===== config.mk =====
export PLATFORM = sky130hd
export DESIGN_NAME = dma_addr_gen
export DESIGN_NICKNAME = d
export VERILOG_FILES = /design/src/rtl/dma_gen_pkg.sv /design/src/rtl/dma_addr_map.sv /design/src/rtl/dma_cnt_core.sv /design/src/rtl/dma_cascade_fwd.sv /design/src/rtl/dma_addr_gen.sv
export SDC_FILE = /design/constraint.sdc
export NUM_CORES = 1
export LEC_CHECK = 0
export BUFFER_PORTS_ARGS = -buffer_cell sky130_fd_sc_hd__buf_2
export CAP_MARGIN = 20
export CORE_ASPECT_RATIO = 1.2
export CORE_MARGIN = 1
export CORE_UTILIZATION = 40
export DETAILED_ROUTE_END_ITERATION = 16
export PLACE_DENSITY = 0.58
export SLEW_MARGIN = 5
export SYNTH_ARGS = -nofsm -noshare
export SYNTH_HDL_FRONTEND = slang
export SYNTH_SLANG_ARGS = --single-unit

===== constraint.sdc =====
create_clock -name clk -period 2 [get_ports clk]
set_input_delay 0.1 -clock clk [delete_from_list [all_inputs] [get_ports clk]]
set_output_delay 0.1 -clock clk [all_outputs]
set_load 0.01 [all_outputs]

===== src/rtl/dma_gen_pkg.sv =====
package dma_gen_pkg;

  typedef struct packed {
    logic cascade;
    logic autoinit;
    logic mem_to_io;
  } chan_mode_t;

  function automatic chan_mode_t decode_mode(input logic [7:0] m);
    chan_mode_t r;
    r.cascade   = (m[7:6] == 2'b11);
    r.autoinit  = m[4];
    r.mem_to_io = m[3];
    return r;
  endfunction

endpackage


===== src/rtl/dma_addr_map.sv =====
module dma_addr_map #(
  parameter int ADDR_W = 24,
  parameter int REG_W  = 16,
  localparam int PAGE_W = ADDR_W - REG_W
) (
  input  logic [PAGE_W-1:0] page,
  input  logic [REG_W-1:0]  cur,
  input  logic              word,
  output logic [ADDR_W-1:0] phys
);
  logic [ADDR_W-1:0] byte_phys;
  logic [ADDR_W-1:0] word_phys;

  assign byte_phys = {page, cur};
  assign word_phys = {page[PAGE_W-1:1], cur, 1'b0};
  assign phys      = word ? word_phys : byte_phys;

  logic page_lsb_unused;
  assign page_lsb_unused = page[0];
endmodule


===== src/rtl/dma_cnt_core.sv =====
module dma_cnt_core #(
  parameter int REG_W = 16
) (
  input  logic             clk,
  input  logic             rst,
  input  logic             load_i,
  input  logic [REG_W-1:0] addr_i,
  input  logic [REG_W-1:0] cnt_i,
  input  logic             xfer_i,
  input  logic             cascade_i,
  input  logic             autoinit_i,
  output logic [REG_W-1:0] addr_d,
  output logic [REG_W-1:0] addr_q,
  output logic [REG_W-1:0] cnt_q,
  output logic             mask_q,
  output logic             tc_q
);
  logic [REG_W-1:0] base_addr_q, base_cnt_q;
  logic [REG_W-1:0] cnt_d;
  logic             mask_d, tc_d, take;

  assign take = xfer_i && !mask_q && !cascade_i;

  always_comb begin
    addr_d = addr_q;
    cnt_d  = cnt_q;
    mask_d = mask_q;
    tc_d   = 1'b0;
    if (load_i) begin
      addr_d = addr_i;
      cnt_d  = cnt_i;
      mask_d = 1'b0;
    end else if (take) begin
      addr_d = addr_q + REG_W'(1);
      cnt_d  = cnt_q - REG_W'(1);
      if (cnt_q == '0) begin
        tc_d = 1'b1;
        if (autoinit_i) begin
          addr_d = base_addr_q;
          cnt_d  = base_cnt_q;
        end else begin
          mask_d = 1'b1;
        end
      end
    end
  end

  always_ff @(posedge clk) begin
    if (rst) begin
      addr_q      <= '0;
      cnt_q       <= '0;
      base_addr_q <= '0;
      base_cnt_q  <= '0;
      mask_q      <= 1'b1;
      tc_q        <= 1'b0;
    end else begin
      addr_q <= addr_d;
      cnt_q  <= cnt_d;
      mask_q <= mask_d;
      tc_q   <= tc_d;
      if (load_i) begin
        base_addr_q <= addr_i;
        base_cnt_q  <= cnt_i;
      end
    end
  end

  assert_tc_source_R5: assert property (@(posedge clk) disable iff (rst)
    tc_q |-> $past(xfer_i && !load_i && !cascade_i && !mask_q && cnt_q == '0));

  assert_masked_hold_R8: assert property (@(posedge clk) disable iff (rst)
    (mask_q && !load_i) |=> (addr_q == $past(addr_q) && cnt_q == $past(cnt_q)));

  assert_tc_masks_R6: assert property (@(posedge clk) disable iff (rst)
    (take && !load_i && cnt_q == '0 && !autoinit_i) |=> mask_q);

  assert_autoinit_open_R7: assert property (@(posedge clk) disable iff (rst)
    (take && !load_i && cnt_q == '0 && autoinit_i) |=> (!mask_q && tc_q));
endmodule


===== src/rtl/dma_cascade_fwd.sv =====
module dma_cascade_fwd (
  input  logic clk,
  input  logic rst,
  input  logic pass_i,
  input  logic req_i,
  input  logic ack_i,
  output logic req_o,
  output logic ack_o
);
  always_ff @(posedge clk) begin
    if (rst) begin
      req_o <= 1'b0;
      ack_o <= 1'b0;
    end else begin
      req_o <= pass_i & req_i;
      ack_o <= pass_i & ack_i;
    end
  end

  assert_blocked_quiet_R10: assert property (@(posedge clk) disable iff (rst)
    !pass_i |=> (!req_o && !ack_o));
endmodule


===== src/rtl/dma_addr_gen.sv =====
module dma_addr_gen
  import dma_gen_pkg::*;
#(
  parameter int ADDR_W = 24,
  parameter int REG_W  = 16,
  localparam int PAGE_W = ADDR_W - REG_W
) (
  input  logic              clk,
  input  logic              rst,
  input  logic              load_i,
  input  logic [PAGE_W-1:0] page_i,
  input  logic [REG_W-1:0]  addr_i,
  input  logic [REG_W-1:0]  cnt_i,
  input  logic [7:0]        mode_i,
  input  logic              word_i,
  input  logic              xfer_i,
  input  logic              casc_req_i,
  input  logic              casc_ack_i,
  output logic [ADDR_W-1:0] mem_addr_o,
  output logic              dir_o,
  output logic              tc_o,
  output logic [REG_W-1:0]  cur_addr_o,
  output logic [REG_W-1:0]  cur_cnt_o,
  output logic              chan_masked_o,
  output logic              casc_req_o,
  output logic              casc_ack_o
);
  chan_mode_t        mode_q;
  logic [PAGE_W-1:0] page_q, page_d;
  logic              word_q, word_d;
  logic [REG_W-1:0]  addr_d;
  logic [ADDR_W-1:0] phys_d;

  logic mode_bits_unused;
  assign mode_bits_unused = ^{mode_i[5], mode_i[2:0]};

  assign page_d = load_i ? page_i : page_q;
  assign word_d = load_i ? word_i : word_q;

  always_ff @(posedge clk) begin
    if (rst) begin
      mode_q     <= '0;
      page_q     <= '0;
      word_q     <= 1'b0;
      mem_addr_o <= '0;
    end else begin
      if (load_i) mode_q <= decode_mode(mode_i);
      page_q     <= page_d;
      word_q     <= word_d;
      mem_addr_o <= phys_d;
    end
  end

  assign dir_o = mode_q.mem_to_io;

  dma_cnt_core #(.REG_W(REG_W)) u_core (
    .clk        (clk),
    .rst        (rst),
    .load_i     (load_i),
    .addr_i     (addr_i),
    .cnt_i      (cnt_i),
    .xfer_i     (xfer_i),
    .cascade_i  (mode_q.cascade),
    .autoinit_i (mode_q.autoinit),
    .addr_d     (addr_d),
    .addr_q     (cur_addr_o),
    .cnt_q      (cur_cnt_o),
    .mask_q     (chan_masked_o),
    .tc_q       (tc_o)
  );

  dma_addr_map #(.ADDR_W(ADDR_W), .REG_W(REG_W)) u_map (
    .page (page_d),
    .cur  (addr_d),
    .word (word_d),
    .phys (phys_d)
  );

  dma_cascade_fwd u_casc (
    .clk    (clk),
    .rst    (rst),
    .pass_i (mode_q.cascade && !chan_masked_o),
    .req_i  (casc_req_i),
    .ack_i  (casc_ack_i),
    .req_o  (casc_req_o),
    .ack_o  (casc_ack_o)
  );

  assert_word_even_R3: assert property (@(posedge clk) disable iff (rst)
    word_q |-> (mem_addr_o[0] == 1'b0));

  assert_page_no_carry_R4: assert property (@(posedge clk) disable iff (rst)
    !load_i |=> (mem_addr_o[ADDR_W-1:REG_W+1] == $past(mem_addr_o[ADDR_W-1:REG_W+1])));

  assert_byte_map_R2: assert property (@(posedge clk) disable iff (rst)
    !word_q |-> (mem_addr_o[REG_W-1:0] == cur_addr_o));
endmodule


==> run_results.csv <==
group,metric,value,unit
finish,multi_input_area,2830,um2
finish,diodes,0,
grt,grt_max_degree,35,
synthesis,ys_seq_area_share,38.5,%
finish,drive_above_1_share,29.4,%
clock_network,cts_buffers,9,
die,die_y,125,um
synthesis,synth_top_area_share,38.5,%
synthesis,synthSimpleGateAreaFrac,19.4,%
synthesis,synth_seq_cells,97,
routing,ant_nets,0,
power,vdd_drop_max,0.394,mV
synthesis,async_flop_share,0,%
critical_path,required,2230,ps
critical_path,crit_type,"register to register",
sta,setup_viol,0,
sta,min_period,1880,ps
sta,rsz0062_at_grt,"false",
sta,max_freq,532,MHz
critical_path,slowest_delay,440,ps
clock_network,clockBufferDepth,2,
sta,relSlewSlack,69.7,%
routing,drtPass1Iterations,4,
synthesis,synth-edff-count,0,
die,dieArea,13100,um2
flow_run,drv_cap,0,
critical_path,cp_top_family,"compound AO/OA/AOI/OAI gates",
synthesis,synth_top_family_by_area,"compound AO/OA/AOI/OAI gates",
die,fp.dieW,105,um
clock_network,h-tree-depth,3,
sta,worst_pin_slew,455,ps
synthesis,synth_compound_area_share,23.8,%
critical_path,path_max_fanout,6,
finish,final_cell_mix,"buf_2, dfxtp_1, buf_4, nor2_1, mux2i_1",
critical_path,worstPathArrival,2110,ps
finish,seqCellArea,1940,um2
clock_network,cts.clk_slew.worst_paths,70,ps
synthesis,synth_xor_area_share,2.26,%
synthesis,yosys_warnings,0,
critical_path,critPathBufInv,0,
die,core_region_area,12200,um2
die,row_count,44,
critical_path,crit_chain,"ha_1 -> and4_2 -> nand4_1 -> xnor2_1 -> o311ai_0 -> o21bai_1",
routing,routed_via_density,5.68,
synthesis,synth-adder-area-share,0.744,%
grt,grt_usage,25.6,%
routing,drc_errors,0,
power,p_leak,0.00285,uW
synthesis,syn-cell-area,5050,um2
synthesis,synthCells,586,
clock_network,root_buffer,"clkbuf_16",
grt,grt_pass1_wl,26.3,mm
finish,layout_commonest_cell,"buf_2",
synthesis,ys_top_cells_by_area,"dfxtp_1, mux2i_1, nor2_1",
die,start_util,41.3,%
sta,fin_skew,9.40,ps
sta,min_period_over_period,93.9,%
synthesis,avgSynthCellArea,8.61,um2
routing,wirelength,16.5,mm
finish,fillerInstances,1196,
clock_network,numClockSinks,97,
finish,syn_to_final_growth,31.3,%
placed_design,hpwl,12.0,mm
run_status,status,"finished, final reports clean",
critical_path,start_kind,"register",
placed_design,place.gp.congestion,0.952,
synthesis,muxShareOfSynthArea,9.20,%
synthesis,synth_nets,644,
sta,hold_violations,0,
routing,avgRoutedWirePerCell,18.2,um
routing,first_iter_violations,297,
power,p_per_area,759,nW/um2
clock_network,cts_tree,"done",
routing,vias,5144,
critical_path,cp_slowest_cell,"dfxtp_1",
grt,antenna_found_initial,0,
placed_design,portBuffers,111,
finish,fin_nets,797,
synthesis,synth_ff_type,"dfxtp_1",
synthesis,yosysUniqueCellTypes,62,
sta,slew_viol_final,0,
grt,grt_pass1_vias,4994,
hold_path,min_path_type,"primary input to register",
critical_path,endpoint_kind,"register",
power,power.total,5030,uW
die,io_pins,116,
sta,fin_tns_setup,0,ps
grt,grt.overflow.total,0,
clock_network,clk_latency,350,ps
synthesis,synth_largest_area_cell,"dfxtp_1",
-- cells in the mapped netlist, drive strengths merged, types with 3 or more instances --
| cell | n |
|---|---|
| a21o | 6 |
| ha | 3 |
| o211ai | 21 |
| clkbuf | 31 |
| xnor2 | 12 |
| nor4 | 6 |
| mux4 | 3 |
| buf | 24 |
| nand3b | 4 |
| inv | 12 |
| o21ai | 24 |
| o31a | 6 |
| nand2 | 35 |
| o32ai | 4 |
| a22oi | 21 |
| o21bai | 3 |
| nand3 | 14 |
| or3 | 10 |
| nand4 | 11 |
| nor3b | 3 |
| a22o | 8 |
| a31oi | 5 |
| a2bb2oi | 3 |
| dfxtp | 97 |
| mux2i | 37 |
| nor2b | 3 |
| nand4b | 4 |
| nor2 | 60 |
| o221ai | 5 |
| and3 | 7 |
| and2 | 3 |
| and4 | 4 |
| a21oi | 36 |
| a221oi | 7 |
| o22ai | 14 |
| nor3 | 12 |
-- path summary, 6_finish.rpt --
check	startpoint	end	slack, ps	cells after the start
worst max-delay path	u_core.addr_q[1]	mem_addr_o[15]	120	6
worst min-delay path	cnt_i[8]	u_core.base_cnt_q[8]	0.7	3
worst max register to register	u_core.addr_q[1]	mem_addr_o[15]	120	6
worst min register to register	u_core.base_cnt_q[4]	u_core.base_cnt_q[4]	470	2
-- power by group --
| group | internal (uW) | total (uW) | switching [uW] |
|---|---|---|---|
| logic | 454 | 982 | 528 |
| registers | 2050 | 2140 | 84.7 |
| clock network | 1110 | 1910 | 802 |
-- area by class of cell --
class,instances,area share (%)
clock buffers,9,3.40
well taps,161,3.04
multi-input cells,420,42.7
flip-flops and latches,97,29.3
clock inverters,7,1.53
inverters,14,0.793
repair buffers,197,19.2
-- per-layer routing --
| metal | routed length (um) | GRT usage, % |
|---|---|---|
| met5 | 0 | 0 |
| met4 | 433 | 11.8 |
| met3 | 753 | 3.81 |
| met2 | 8450 | 45.2 |
| met1 | 6870 | 30.3 |
-- flip-flops by register name, indices dropped and copies added (netlist names), 2 cells and up --
| signal | count |
|---|---|
| mem_addr_o | 24 |
| u_core.addr_q | 16 |
| u_core.base_addr_q | 16 |
| u_core.base_cnt_q | 16 |
| u_core.cnt_q | 16 |
| mode_q | 2 |
-- metrics by stage --
step / setup slack [ps] / utilization (%) / cell area [um2] / cells / hold slack [ps]
finish: 121 / 54.2 / 6630 / 905 / 0.722
floorplan: 140 / - / 5050 / 586 / 247
global placement: 111 / 49.4 / 6040 / 866 / 334
detailed placement: 90.9 / 49.4 / 6040 / 866 / 346
global route: 1.50 / 54.2 / 6630 / 905 / 6.91
CTS: 67.7 / 53.4 / 6530 / 898 / 0.192
-- worst min-delay path: stages --
cell	delay (ps)
buf_2	90
mux2i_1	60
nor2_1	80
-- timing repair --
action / CTS / global route
endpoints found under the hold margin: 16 / 0
buffers inserted: 0 / 6
hold buffers: 16 / 0
setup endpoints to repair: 0 / 15
resized for setup: 0 / 14
-- cell families (layout without fill, tap and decap cells) --
kind of cell / after synthesis / count (layout)
AOI/OAI and AO/OA: 176 / 176
DFF: 97 / 97
xor gates and xnor gates: 13 / 13
and+or+nand+nor: 186 / 186
buffers and inverters: 69 / 227
adders and majority gates: 3 / 3
muxes: 42 / 42
No activity file was read; power rests on OpenSTA's default activity.
